<file path="src/rtl/mra_pkg.sv">
package mra_pkg;

    localparam int GAP_W = 6;

    typedef enum logic [2:0] {
        CMD_NOP = 3'd0,
        CMD_ACT = 3'd1,
        CMD_PRE = 3'd2,
        CMD_RD  = 3'd3,
        CMD_WR  = 3'd4
    } cmd_e;

    typedef enum logic [1:0] {
        MODE_COPY = 2'd0,
        MODE_BULK = 2'd1,
        MODE_SIG  = 2'd2
    } mode_e;

    typedef enum logic [3:0] {
        ST_IDLE,
        ST_PW_ACT,
        ST_PW_WR,
        ST_PW_PRE,
        ST_ACT1,
        ST_PRE1,
        ST_ACT2,
        ST_ACCESS,
        ST_CLOSE,
        ST_FIN
    } seq_st_e;

    typedef struct packed {
        logic [GAP_W-1:0] sap;   // shortened ACT to PRE
        logic [GAP_W-1:0] spa;   // shortened PRE to ACT
        logic [GAP_W-1:0] rcd;   // ACT to column command
        logic [GAP_W-1:0] ras;   // ACT to closing PRE
        logic [GAP_W-1:0] rp;    // PRE recovery
        logic [GAP_W-1:0] wrr;   // column command to PRE
    } timing_t;

    function automatic logic [GAP_W-1:0] clamp1(input logic [GAP_W-1:0] v);
        return (v == '0) ? GAP_W'(1) : v;
    endfunction

    // value to load into a down-counter so the next command lands v cycles later
    function automatic logic [GAP_W-1:0] gap_m1(input logic [GAP_W-1:0] v);
        return clamp1(v) - GAP_W'(1);
    endfunction

    function automatic mode_e decode_mode(input logic [1:0] m);
        case (m)
            2'd1:    return MODE_BULK;
            2'd2:    return MODE_SIG;
            default: return MODE_COPY;
        endcase
    endfunction

endpackage

</file>
<file path="src/rtl/mra_cfg_regs.sv">
module mra_cfg_regs
    import mra_pkg::*;
#(
    parameter logic [GAP_W-1:0] DEF_SAP = 2,
    parameter logic [GAP_W-1:0] DEF_SPA = 1,
    parameter logic [GAP_W-1:0] DEF_RCD = 4,
    parameter logic [GAP_W-1:0] DEF_RAS = 10,
    parameter logic [GAP_W-1:0] DEF_RP  = 4,
    parameter logic [GAP_W-1:0] DEF_WRR = 4
) (
    input  logic             clk,
    input  logic             rst,
    input  logic             we,
    input  logic [2:0]       sel,
    input  logic [GAP_W-1:0] val,
    input  logic             idle,
    output timing_t          tim
);

    always_ff @(posedge clk) begin
        if (rst) begin
            tim.sap <= clamp1(DEF_SAP);
            tim.spa <= clamp1(DEF_SPA);
            tim.rcd <= clamp1(DEF_RCD);
            tim.ras <= clamp1(DEF_RAS);
            tim.rp  <= clamp1(DEF_RP);
            tim.wrr <= clamp1(DEF_WRR);
        end else if (we && idle) begin
            case (sel)
                3'd0:    tim.sap <= clamp1(val);
                3'd1:    tim.spa <= clamp1(val);
                3'd2:    tim.rcd <= clamp1(val);
                3'd3:    tim.ras <= clamp1(val);
                3'd4:    tim.rp  <= clamp1(val);
                3'd5:    tim.wrr <= clamp1(val);
                default: ;
            endcase
        end
    end

endmodule

</file>
<file path="src/rtl/mra_gap_timer.sv">
module mra_gap_timer
    import mra_pkg::*;
(
    input  logic             clk,
    input  logic             rst,
    input  logic             load,
    input  logic [GAP_W-1:0] load_val,
    input  logic             ras_start,
    input  logic [GAP_W-1:0] ras_val,
    output logic             gap_zero,
    output logic             ras_zero
);

    logic [GAP_W-1:0] gap_cnt;
    logic [GAP_W-1:0] ras_cnt;

    always_ff @(posedge clk) begin
        if (rst) begin
            gap_cnt <= '0;
            ras_cnt <= '0;
        end else begin
            if (load)
                gap_cnt <= load_val;
            else if (gap_cnt != '0)
                gap_cnt <= gap_cnt - 1'b1;

            if (ras_start)
                ras_cnt <= ras_val;
            else if (ras_cnt != '0)
                ras_cnt <= ras_cnt - 1'b1;
        end
    end

    assign gap_zero = (gap_cnt == '0);
    assign ras_zero = (ras_cnt == '0);

endmodule

</file>
<file path="src/rtl/mra_fsm.sv">
module mra_fsm
    import mra_pkg::*;
#(
    parameter int BANK_W = 2,
    parameter int ROW_W  = 10,
    parameter int COL_W  = 6,
    parameter int REP_W  = 8,
    parameter int ADDR_W = 10
) (
    input  logic              clk,
    input  logic              rst,
    input  timing_t           tim,
    input  logic              gap_zero,
    input  logic              ras_zero,
    input  logic              req_valid,
    output logic              req_ready,
    input  logic [BANK_W-1:0] req_bank,
    input  logic [ROW_W-1:0]  req_row_a,
    input  logic [ROW_W-1:0]  req_row_b,
    input  logic [COL_W-1:0]  req_col,
    input  logic [1:0]        req_mode,
    input  logic [REP_W-1:0]  req_reps,
    output cmd_e              cmd,
    output logic [BANK_W-1:0] cmd_bank,
    output logic [ADDR_W-1:0] cmd_addr,
    output logic              wr_stb,
    output logic              rd_stb,
    output logic              busy,
    output logic              done,
    output logic              load,
    output logic [GAP_W-1:0]  load_val,
    output logic              ras_start,
    output logic [GAP_W-1:0]  ras_val
);

    seq_st_e           st_q, st_n;
    logic              pw_q, pw_n;
    logic [REP_W-1:0]  reps_q, reps_n;
    logic [BANK_W-1:0] bank_q;
    logic [ROW_W-1:0]  row_a_q, row_b_q;
    logic [COL_W-1:0]  col_q;
    mode_e             mode_q;
    logic              accept;

    assign req_ready = (st_q == ST_IDLE);
    assign busy      = (st_q != ST_IDLE);
    assign accept    = req_ready && req_valid;
    assign ras_val   = gap_m1(tim.ras);
    assign cmd_bank  = (cmd != CMD_NOP) ? bank_q : '0;

    always_comb begin
        st_n      = st_q;
        pw_n      = pw_q;
        reps_n    = reps_q;
        cmd       = CMD_NOP;
        cmd_addr  = '0;
        wr_stb    = 1'b0;
        rd_stb    = 1'b0;
        load      = 1'b0;
        load_val  = '0;
        ras_start = 1'b0;
        done      = 1'b0;
        case (st_q)
            ST_IDLE: begin
                if (req_valid)
                    st_n = (decode_mode(req_mode) == MODE_SIG) ? ST_PW_ACT : ST_ACT1;
            end
            ST_PW_ACT: if (gap_zero) begin
                cmd       = CMD_ACT;
                cmd_addr  = pw_q ? ADDR_W'(row_b_q) : ADDR_W'(row_a_q);
                load      = 1'b1;
                load_val  = gap_m1(tim.rcd);
                ras_start = 1'b1;
                st_n      = ST_PW_WR;
            end
            ST_PW_WR: if (gap_zero) begin
                cmd      = CMD_WR;
                cmd_addr = ADDR_W'(col_q);
                wr_stb   = 1'b1;
                load     = 1'b1;
                load_val = gap_m1(tim.wrr);
                st_n     = ST_PW_PRE;
            end
            ST_PW_PRE: if (gap_zero && ras_zero) begin
                cmd      = CMD_PRE;
                load     = 1'b1;
                load_val = gap_m1(tim.rp);
                pw_n     = !pw_q;
                st_n     = pw_q ? ST_ACT1 : ST_PW_ACT;
            end
            ST_ACT1: if (gap_zero) begin
                cmd      = CMD_ACT;
                cmd_addr = ADDR_W'(row_a_q);
                load     = 1'b1;
                load_val = gap_m1(tim.sap);
                st_n     = ST_PRE1;
            end
            ST_PRE1: if (gap_zero) begin
                cmd      = CMD_PRE;
                load     = 1'b1;
                load_val = gap_m1(tim.spa);
                st_n     = ST_ACT2;
            end
            ST_ACT2: if (gap_zero) begin
                cmd       = CMD_ACT;
                cmd_addr  = ADDR_W'(row_b_q);
                load      = 1'b1;
                ras_start = 1'b1;
                if (mode_q == MODE_COPY) begin
                    load_val = gap_m1(tim.ras);
                    st_n     = ST_CLOSE;
                end else begin
                    load_val = gap_m1(tim.rcd);
                    st_n     = ST_ACCESS;
                end
            end
            ST_ACCESS: if (gap_zero) begin
                cmd_addr = ADDR_W'(col_q);
                if (mode_q == MODE_BULK) begin
                    cmd    = CMD_WR;
                    wr_stb = 1'b1;
                end else begin
                    cmd    = CMD_RD;
                    rd_stb = 1'b1;
                end
                load     = 1'b1;
                load_val = gap_m1(tim.wrr);
                st_n     = ST_CLOSE;
            end
            ST_CLOSE: if (gap_zero && ras_zero) begin
                cmd      = CMD_PRE;
                load     = 1'b1;
                load_val = gap_m1(tim.rp);
                if (mode_q == MODE_SIG && reps_q > REP_W'(1)) begin
                    reps_n = reps_q - 1'b1;
                    st_n   = ST_PW_ACT;
                end else begin
                    st_n = ST_FIN;
                end
            end
            ST_FIN: if (gap_zero) begin
                done = 1'b1;
                st_n = ST_IDLE;
            end
            default: st_n = ST_IDLE;
        endcase
    end

    always_ff @(posedge clk) begin
        if (rst) begin
            st_q    <= ST_IDLE;
            pw_q    <= 1'b0;
            reps_q  <= '0;
            bank_q  <= '0;
            row_a_q <= '0;
            row_b_q <= '0;
            col_q   <= '0;
            mode_q  <= MODE_COPY;
        end else begin
            st_q <= st_n;
            pw_q <= pw_n;
            if (accept) begin
                bank_q  <= req_bank;
                row_a_q <= req_row_a;
                row_b_q <= req_row_b;
                col_q   <= req_col;
                mode_q  <= decode_mode(req_mode);
                reps_q  <= (req_reps == '0) ? REP_W'(1) : req_reps;
                pw_q    <= 1'b0;
            end else begin
                reps_q <= reps_n;
            end
        end
    end

endmodule

</file>
<file path="src/rtl/mra_seq_top.sv">
module mra_seq_top
    import mra_pkg::*;
#(
    parameter int BANK_W = 2,
    parameter int ROW_W  = 10,
    parameter int COL_W  = 6,
    parameter int REP_W  = 8,
    parameter logic [GAP_W-1:0] DEF_SAP = 2,
    parameter logic [GAP_W-1:0] DEF_SPA = 1,
    parameter logic [GAP_W-1:0] DEF_RCD = 4,
    parameter logic [GAP_W-1:0] DEF_RAS = 10,
    parameter logic [GAP_W-1:0] DEF_RP  = 4,
    parameter logic [GAP_W-1:0] DEF_WRR = 4,
    localparam int ADDR_W = (ROW_W > COL_W) ? ROW_W : COL_W
) (
    input  logic              clk,
    input  logic              rst,
    input  logic              cfg_we,
    input  logic [2:0]        cfg_sel,
    input  logic [GAP_W-1:0]  cfg_val,
    input  logic              req_valid,
    output logic              req_ready,
    input  logic [BANK_W-1:0] req_bank,
    input  logic [ROW_W-1:0]  req_row_a,
    input  logic [ROW_W-1:0]  req_row_b,
    input  logic [COL_W-1:0]  req_col,
    input  logic [1:0]        req_mode,
    input  logic [REP_W-1:0]  req_reps,
    output logic [2:0]        cmd_o,
    output logic [BANK_W-1:0] cmd_bank,
    output logic [ADDR_W-1:0] cmd_addr,
    output logic              wr_stb,
    output logic              rd_stb,
    output logic              busy,
    output logic              done
);

    timing_t          tim;
    logic             gap_zero, ras_zero;
    logic             load, ras_start;
    logic [GAP_W-1:0] load_val, ras_val;
    cmd_e             cmd;

    assign cmd_o = cmd;

    mra_cfg_regs #(
        .DEF_SAP(DEF_SAP), .DEF_SPA(DEF_SPA), .DEF_RCD(DEF_RCD),
        .DEF_RAS(DEF_RAS), .DEF_RP(DEF_RP),   .DEF_WRR(DEF_WRR)
    ) cfg_i (
        .clk  (clk),
        .rst  (rst),
        .we   (cfg_we),
        .sel  (cfg_sel),
        .val  (cfg_val),
        .idle (!busy),
        .tim  (tim)
    );

    mra_gap_timer tmr_i (
        .clk       (clk),
        .rst       (rst),
        .load      (load),
        .load_val  (load_val),
        .ras_start (ras_start),
        .ras_val   (ras_val),
        .gap_zero  (gap_zero),
        .ras_zero  (ras_zero)
    );

    mra_fsm #(
        .BANK_W(BANK_W), .ROW_W(ROW_W), .COL_W(COL_W),
        .REP_W(REP_W),   .ADDR_W(ADDR_W)
    ) fsm_i (
        .clk       (clk),
        .rst       (rst),
        .tim       (tim),
        .gap_zero  (gap_zero),
        .ras_zero  (ras_zero),
        .req_valid (req_valid),
        .req_ready (req_ready),
        .req_bank  (req_bank),
        .req_row_a (req_row_a),
        .req_row_b (req_row_b),
        .req_col   (req_col),
        .req_mode  (req_mode),
        .req_reps  (req_reps),
        .cmd       (cmd),
        .cmd_bank  (cmd_bank),
        .cmd_addr  (cmd_addr),
        .wr_stb    (wr_stb),
        .rd_stb    (rd_stb),
        .busy      (busy),
        .done      (done),
        .load      (load),
        .load_val  (load_val),
        .ras_start (ras_start),
        .ras_val   (ras_val)
    );

endmodule

</file>
<file path="config.mk">
export PLATFORM = sky130hd
export DESIGN_NAME = mra_seq_top
export DESIGN_NICKNAME = d
export VERILOG_FILES = /design/src/rtl/mra_pkg.sv /design/src/rtl/mra_cfg_regs.sv /design/src/rtl/mra_gap_timer.sv /design/src/rtl/mra_fsm.sv /design/src/rtl/mra_seq_top.sv
export SDC_FILE = /design/constraint.sdc
export NUM_CORES = 1
export LEC_CHECK = 0
export ABC_AREA = 1
export CORE_UTILIZATION = 50
export DETAILED_ROUTE_END_ITERATION = 7
export PLACE_DENSITY_LB_ADDON = 0.25
export SLEW_MARGIN = 20
export SYNTH_ARGS = -nofsm -noshare
export SYNTH_HDL_FRONTEND = slang
export SYNTH_SLANG_ARGS = --single-unit
</file>
<file path="constraint.sdc">
create_clock -name clk -period 1.9 [get_ports clk]
set_input_delay 0.38 -clock clk [delete_from_list [all_inputs] [get_ports clk]]
set_output_delay 0.38 -clock clk [all_outputs]
set_load 0.005 [all_outputs]
</file>
Word-level counts from Yosys, hierarchy flattened:

Index checks and enable logic that the tools add are counted.

* multiply operators: 0
* reductions and logical operators: 43
* shift-type cells: 0
* div/mod/pow operators: 0
* add/subtract/negate cells: 9
* magnitude comparators: 1
* equality and inequality tests: 29
* multiplexer cells: 67
* bitwise operators: 0

Operators by type and width (number)
* 2-to-1 mux 6 bit: 19
* logical NOT 6 bit: 9
* 2-to-1 mux 4 bit: 12
* subtractor 6 x 1 -> 6 bit (second input constant): 8
* 2-to-1 mux 10 bit: 4
* 2-to-1 mux 8 bit: 5
* one-hot mux 10 bit (4 select lines): 1
* one-hot mux 4 bit (10 select lines): 1
* one-hot mux 6 bit (6 select lines): 1
* inequality test 2 x 1 -> 1 bit (second input constant): 9
* equality test 4 x 3 -> 1 bit (second input constant): 4
* 2-to-1 mux 3 bit: 5
* one-hot mux 3 bit (5 select lines): 1
* AND reduction 2 bit: 7
* nonzero test 6 bit: 2
* 2-to-1 mux 1 bit: 10
* 2-to-1 mux 2 bit: 5
* AND reduction 10 bit: 1
* nonzero test 2 bit: 5
* equality test 4 x 2 -> 1 bit (second input constant): 2
* equality test 4 bit (second input constant): 2
* > comparator 8 x 1 -> 1 bit (second input constant): 1
* logical NOT 8 bit: 1
* OR reduction 2 bit: 4
* 20 further kinds: 30

* ROM bits: 0
* latch bits: 0
* word-level logic and storage cells: 165
* flip-flop bits (word level): 91
* output and inout bits: 20
* input port bits: 51
* memories: 0
* RAM bits: 0

Depth between registers and ports, before layout:

Gate-level depths: netlist (run 1).

* depth after elaboration: 8
* gate-level depth with buffers: 15
* depth with buffers taken out: 15

Modules after synthesis:

A second synthesis (run 1) with hierarchy kept.

* cell total of the unflattened synthesis: 870
* area, all modules: 5442.7 µm²

Modules (own cells, without submodules)
* mra_fsm: cells an instance 561, instances 1, sequential area each 860.8 µm², area each 3261.9 µm²
* mra_cfg_regs: cells an instance 197, instances 1, sequential area each 720.7 µm², area each 1402.6 µm²
* mra_gap_timer: cells an instance 111, instances 1, sequential area each 240.2 µm², area each 774.5 µm²
* mra_seq_top: cells an instance 1, instances 1, sequential area each 0.0 µm², area each 3.8 µm²

Least setup slack after synthesis (run 1):

No wires, ideal clock.

* kind: register to output
* start point: register tmr_i.gap_cnt[0]
* end point: output cmd_addr[0]
* data arrival time: 1.611 ns
* path slack: -0.091 ns
* data required time: 1.520 ns
* stages on the path, launching flop included: 13
* path buffers: 0
* cells stage by stage: dfxtp_1 inv_1 ha_1 inv_1 nor2_1 nand2_1 nor2_4 inv_2 nor3_2 inv_1 o21ai_2 nor2_4 a31oi_1

* word-level cells in the longest chain between the ends: 3
* elaborated cells between the ends (all ways): 6
* those cells by class: 5 x mux; 1 x reduce/logical

Ends and longest elaborated chain
* start: declaration: line mra_gap_timer.sv:14 `logic [GAP_W-1:0] gap_cnt;`
* start signal: assignment: line mra_gap_timer.sv:23 `gap_cnt <= load_val;`
* start signal: assignment: line mra_gap_timer.sv:25 `gap_cnt <= gap_cnt - 1'b1;`
* logical NOT 6 bit (*): line mra_gap_timer.sv:34 `assign gap_zero = (gap_cnt == '0);`
* 2-to-1 mux 6 bit, or another cell as far along: line mra_fsm.sv:76, mra_fsm.sv:117
* one-hot mux 10 bit (4 select lines) (*): line mra_fsm.sv:63 `case (st_q)`
* end: declaration: line mra_seq_top.sv:31 `output logic [ADDR_W-1:0] cmd_addr,`

Every way passes the cells marked *; elsewhere a longest branch is shown, timed or not.

Worst setup path after layout (run 1):

* start point: register tmr_i.gap_cnt[0]
* end point: output cmd_addr[4]

Same word-level chain as after synthesis.

==> results of run 1 <==
-- power by group --
group | internal [mW] | switching, mW | leakage [nW]
sequential | 2.34 | 0.294 | 0.747
combinational | 2.47 | 3.02 | 2.48
clock | 0.508 | 0.727 | 0.0843
total | 5.32 | 4.04 | 3.31
-- stage by stage --
step | std cells | power (mW) | setup TNS, ns | worst slack [ns] | hold slack, ns
finish | 1104 | 9.36 | -12.97 | -0.670 | 0.463
global route | 1104 | 9.99 | -16.10 | -0.740 | 0.486
CTS | 1095 | 8.88 | -11.09 | -0.630 | 0.461
detailed placement | 1060 | 7.03 | -8.84 | -0.549 | 0.448
global placement | 1060 | 6.91 | -6.90 | -0.449 | 0.452
floorplan | 779 | 5.30 | -0.108 | -0.0216 | 0.430
-- layout make-up --
type                    instances  area [sq um]
clock inverters                 6          41.3
repair buffers                195          1690
inverters                     113           447
well taps                     133           166
flip-flops and latches         91          1830
multi-input cells             556          3060
clock buffers                  10           138
fillers                       765          2530
-- critical path, delay by kind of cell, from the launching register on --
family                     cells  cell delay [ns]
buffers and inverters          6             0.54
and+or+nand+nor                5             0.54
AOI/OAI and AO/OA              2             0.24
DFF                            1             0.34
adders and majority gates      1             0.14
-- logic make-up after synthesis --
| kind of cell | synth area share |
|---|---|
| simple gates | 0.302 |
| fa+ha+maj | 0.0218 |
| xor+xnor | 0.0288 |
| flops | 0.352 |
| buf+inv | 0.0992 |
| compound gates | 0.195 |
-- registers in the layout (all words and copies together) (netlist names), 4 cells and up --
signal,flops
fsm_i.col_q,6
fsm_i.st_q,4
fsm_i.row_b_q,10
tmr_i.ras_cnt,6
tmr_i.gap_cnt,6
fsm_i.row_a_q,10
cfg_i.tim,36
fsm_i.reps_q,8
-- synthesized netlist by cell type (2+ instances only) --
| library cell | instances | share of area |
|---|---|---|
| nor3_1 | 7 | 0.0068 |
| buf_2 | 8 | 0.0077 |
| a31oi_1 | 6 | 0.0073 |
| o21ai_0 | 57 | 0.055 |
| o22ai_1 | 2 | 0.0024 |
| o21ai_1 | 5 | 0.0048 |
| o21bai_1 | 3 | 0.0044 |
| a211oi_1 | 2 | 0.0029 |
| o211ai_1 | 12 | 0.017 |
| ha_1 | 9 | 0.022 |
| nand2_1 | 186 | 0.14 |
| clkbuf_1 | 11 | 0.0080 |
| nor2_4 | 4 | 0.0087 |
| nor3_2 | 2 | 0.0039 |
| xnor2_1 | 5 | 0.0085 |
| nor2_2 | 4 | 0.0048 |
| nand2_2 | 7 | 0.0085 |
| a21oi_1 | 88 | 0.085 |
| nand3_1 | 41 | 0.040 |
| nor2_1 | 71 | 0.052 |
| inv_1 | 93 | 0.068 |
| dfxtp_1 | 91 | 0.35 |
| inv_2 | 19 | 0.014 |
| xor2_1 | 12 | 0.020 |
| nand4_1 | 12 | 0.015 |
| nor3_4 | 7 | 0.022 |
-- metal layers --
metal / GRT usage / up-vias / part of all wire
li1: - / 2920 / -
met2: 0.517 / 248 / 0.48
met4: 0.0806 / 0 / 0.020
met5: 0 / - / 0
met3: 0.0453 / 31 / 0.071
met1: 0.390 / 2722 / 0.43
-- repair_timing --
item                       CTS  global route
hold buffers                 0             0
setup endpoints to repair   38            71
pin swaps                   13            13
gates resized for setup    120            40
setup buffers               20            14
gates cloned                 1             1
-- final timing paths --
path                          from              end  slack (ns)  cells after the start
setup / recovery  tmr_i.gap_cnt[0]      cmd_addr[4]       -0.67                     14
hold / removal      fsm_i.col_q[1]   fsm_i.col_q[1]        0.46                      2
setup reg to reg  tmr_i.gap_cnt[0]  fsm_i.reps_q[1]       -0.23                     15
hold reg to reg     fsm_i.col_q[1]   fsm_i.col_q[1]        0.46                      2
==> impl_metrics.yaml, run 1 <==
yosys:
  synthesis.instances: 779
  syn_nets: 839
  synthesis.area_sq_um: 5170
  synth.ff_latch_count: 91
  yosys_warnings: 0
  ys_seq_area_frac: 0.352
  async_flop_share: 0
  synthFlopType: "dfxtp_1"
  synth-edff-count: 0
  synth.avg_cell_area_sq_um: 6.64
  synth.distinct_cells: 41
timing:
  max_freq_ghz: 0.389
  fin_ws_ns: -0.670
  max_slew_margin: 0.677
  rsz0062_at_grt: "true"
  setup_viol: 37
  tightest_slew_ns: 0.481
  slew_violations: 0
  layout_worst_path_cycle_share: 1.35
  period_needed_ns: 2.57
  finalHoldViolCount: 0
  finClkSkew_ns: 0.0105
clock_tree:
  cts_sinks: 91
  cts.htree.levels: 3
  numCtsBuffers: 9
  clkTransAtPathRegs_ns: 0.09
  clkLatencyLatePin_ns: 0.38
  cts_tree: "yes"
  cts_buffer_depth: 2
  cts_root_buffer: "clkbuf_8"
final_layout:
  design_area_sq_um: 7380
  layout_commonest_cell: "nand2_1"
  mostFrequentLayoutCells: "nand2_1 (180), buf_4 (106), inv_1 (87)"
  synthToLayoutAreaGrowth_pct: 42.7
  antenna_cells: 0
  num-nets-final: 1026
  fin_util: 0.744
  final_layout_size_suffix_gt1_frac: 0.254
global_routing:
  grt_pass1_wl_um: 26200
  antenna_found_initial: 0
  grtUsageTotal: 0.300
  grt_pass1_vias: 5574
  grt_max_degree: 47
  grt_overflow: 0
status:
  violations: "setup timing"
  status: "finished, violations left"
place:
  place_area_sq_um: 6740
  gp_congestion: 0.919
  hpwl_um: 11600
  io_buffer_count: 70
die:
  die_w_um: 104
  fp.dieArea_sq_um: 10700
  core_area_sq_um: 9910
  ioPinCount: 71
  fp.dieH_um: 104
  row_count: 36
  initial_utilization: 0.522
pwr:
  leakage_nw: 3.31
  ir_drop_mv: 0.686
  powerDensity_nw_per_um2: 1270
routing:
  wl_per_cell_um: 14.8
  drt_first_iter_violations: 444
  drcViolationCount: 0
  vias: 5921
  drt_first_pass_iters: 6
  drtAntennaViolNets: 0
  wirelength_um: 16300
  viasPerCell: 5.36
worst_setup_path:
  cp-start-kind: "flip-flop"
  crit_fanout: 5
  worstSetupPathType: "reg -> out"
  endpoint_kind: "output pin"
  arrival_ns: 2.19
  critPathMostFrequentCell: "nor2_4"
  cp_data_required_time_ns: 1.52
  path_cells: "inv_2 -> ha_4 -> inv_4 -> nor2_4 -> nand2_2 -> nor2_4 -> inv_4 -> nor3_4 -> inv_2 -> o21ai_4 -> buf_6 -> nor2_4 -> a31oi_1 -> buf_2"
  crit_slowest_cell: "dfxtp_2"
  cp_slowest_stage_delay_ns: 0.34
min_path:
  hp-class: "reg -> reg"
run:
  drv_cap: 0
(Power assumes the default switching activity.)
==> run 2, diff against run 1 <==
--- a/config.mk
+++ b/config.mk
@@ -8,6 +8,7 @@
 export ABC_AREA = 1
 export CORE_UTILIZATION = 50
 export DETAILED_ROUTE_END_ITERATION = 7
+export GPL_ROUTABILITY_DRIVEN = 0
 export PLACE_DENSITY_LB_ADDON = 0.25
 export SLEW_MARGIN = 20
 export SYNTH_ARGS = -nofsm -noshare
==> impl_metrics.yaml, run 2 (synthesis gave the netlist of run 1 again) <==
pwr:
  p_total_mw: 9.56
  ir_drop_mv: 0.757
  powerDensity_nw_per_um2: 1290
  leakage_nw: 3.34
timing:
  setup_viol: 39
  fin_tns_setup_ns: -12.93
  max_slew_margin: 0.689
  slew_violations: 0
  finClkSkew_ns: 0.00860
  fin_ws_ns: -0.661
  max_freq_ghz: 0.390
  rsz0062_at_grt: "true"
  period_needed_ns: 2.56
  tightest_slew_ns: 0.464
  finalHoldViolCount: 0
  layout_worst_path_cycle_share: 1.35
worst_setup_path:
  cp_data_required_time_ns: 1.52
  cp_slowest_stage_delay_ns: 0.33
  crit_slowest_cell: "dfxtp_2"
  cpLargestDelayFamily: "buffers and inverters"
  cp.buffers_inverters: 7
  worstSetupPathType: "reg -> out"
  cp-start-kind: "flip-flop"
  endpoint_kind: "output pin"
  path_cells: "inv_2 -> ha_4 -> inv_4 -> nor2_4 -> nand2_2 -> nor2_4 -> buf_4 -> buf_6 -> nand2_4 -> inv_2 -> nand2_2 -> buf_4 -> nand3_1 -> clkdlybuf4s15_2"
  arrival_ns: 2.18
  crit_fanout: 3
global_routing:
  grt_pass1_vias: 5567
  antenna_found_initial: 0
  grt_max_degree: 47
  grt_pass1_wl_um: 25900
  grt_overflow: 0
  grtUsageTotal: 0.297
final_layout:
  antenna_cells: 0
  final_layout_size_suffix_gt1_frac: 0.269
  layout_commonest_cell: "nand2_1"
  largest_register_ffs: 36
  seq_area_sq_um: 1830
  nFillCells: 734
  reg_top3: "cfg_i.tim: 36 flops, fsm_i.row_a_q: 10 flops, fsm_i.row_b_q: 10 flops"
  mostFrequentLayoutCells: "nand2_1 (174), buf_4 (107), inv_1 (88)"
  synthToLayoutAreaGrowth_pct: 43.7
  largest-register: "cfg_i.tim"
  num-nets-final: 1026
  multiInputGateArea_sq_um: 3130
die:
  row_count: 36
  fp.dieH_um: 104
  die_w_um: 104
  initial_utilization: 0.522
  ioPinCount: 71
  core_area_sq_um: 9910
  fp.dieArea_sq_um: 10700
routing:
  drcViolationCount: 0
  drtAntennaViolNets: 0
  wirelength_um: 16500
  drt_first_pass_iters: 7
  vias: 5995
  drt_first_iter_violations: 373
  wl_per_cell_um: 14.9
  viasPerCell: 5.43
clock_tree:
  cts_tree: "yes"
  cts_buffer_depth: 2
  cts_root_buffer: "clkbuf_8"
  cts.htree.levels: 3
  cts_hold_buf: 0
  clkTransAtPathRegs_ns: 0.09
  numCtsBuffers: 9
  cts_sinks: 91
  clkLatencyLatePin_ns: 0.37
place:
  io_buffer_count: 70
  hpwl_um: 11900
min_path:
  hp-class: "reg -> reg"
status:
  violations: "setup timing"
  status: "finished, violations left"
run:
  drv_cap: 0
==> run 2: cell count changes in the layout (fill, tap and decap cells not counted), sizes merged <==
| cell | previous run | this run |
|---|---|---|
| nor2 | 80 | 79 |
| buf | 142 | 143 |
| bufinv | 0 | 1 |
| clkinv | 5 | 3 |
| clkdlybuf4s50 | 52 | 50 |
| inv | 111 | 112 |
| dlymetal6s2s | 0 | 1 |
| clkdlybuf4s15 | 0 | 1 |
==> run 2: worst reg2reg max path, stage by stage (launching register included) <==
cell	delay, ns
dfxtp_2	0.33
inv_2	0.07
ha_4	0.14
inv_4	0.04
nor2_4	0.09
nand2_2	0.08
nor2_4	0.18
buf_4	0.14
buf_6	0.11
nand2_4	0.05
buf_4	0.17
nor3_4	0.37
inv_2	0.15
nand2_4	0.10
nand2_1	0.06
a21oi_1	0.11
==> run 2: repair_timing <==
action	in CTS	in global routing
setup endpoints to repair	37	49
gates resized for setup	113	63
hold endpoints to repair	0	0
buffers inserted	15	17
pin swaps	9	20
==> run 2: final timing paths <==
kind                                        from               to  slack (ns)  cells past startpoint
worst max-delay path            tmr_i.gap_cnt[0]         cmd_o[1]       -0.66                     14
worst min register to register    fsm_i.col_q[1]   fsm_i.col_q[1]        0.46                      2
worst min-delay path              fsm_i.col_q[1]   fsm_i.col_q[1]        0.46                      2
worst max register to register  tmr_i.gap_cnt[0]  fsm_i.reps_q[5]       -0.35                     15
==> run 2: per-stage QoR <==
step / std cells / hold WS, ns / worst slack, ns / utilization / instance area (sq um)
2_1_floorplan: 779 / 0.430 / -0.0216 / - / 5200
3_3_place_gp: 1060 / 0.441 / -0.447 / 0.680 / 6740
3_5_place_dp: 1060 / 0.446 / -0.548 / 0.680 / 6740
4_1_cts: 1091 / 0.458 / -0.608 / 0.720 / 7130
5_1_grt: 1104 / 0.483 / -0.743 / 0.750 / 7430
6_report: 1104 / 0.460 / -0.661 / 0.750 / 7430
==> run 2: layer usage <==
metal / vias up / GRT usage / share of wire
met5: - / 0 / 0
met4: 0 / 0.129 / 0.029
met3: 52 / 0.0535 / 0.063
met2: 226 / 0.500 / 0.49
met1: 2805 / 0.371 / 0.41
li1: 2912 / - / -
==> run 2: cell type report <==
type / instances / area share
clock buffers: 10 / 0.0172
repair buffers: 196 / 0.225
multi-input cells: 555 / 0.421
flip-flops and latches: 91 / 0.246
well taps: 133 / 0.0224
inverters: 113 / 0.0591
clock inverters: 6 / 0.00893
==> run 2: where the power goes <==
group          internal (mW)  total, mW  switching [mW]
logic                   2.48       5.62            3.13
registers               2.33       2.62           0.288
clock network          0.608       1.32           0.711
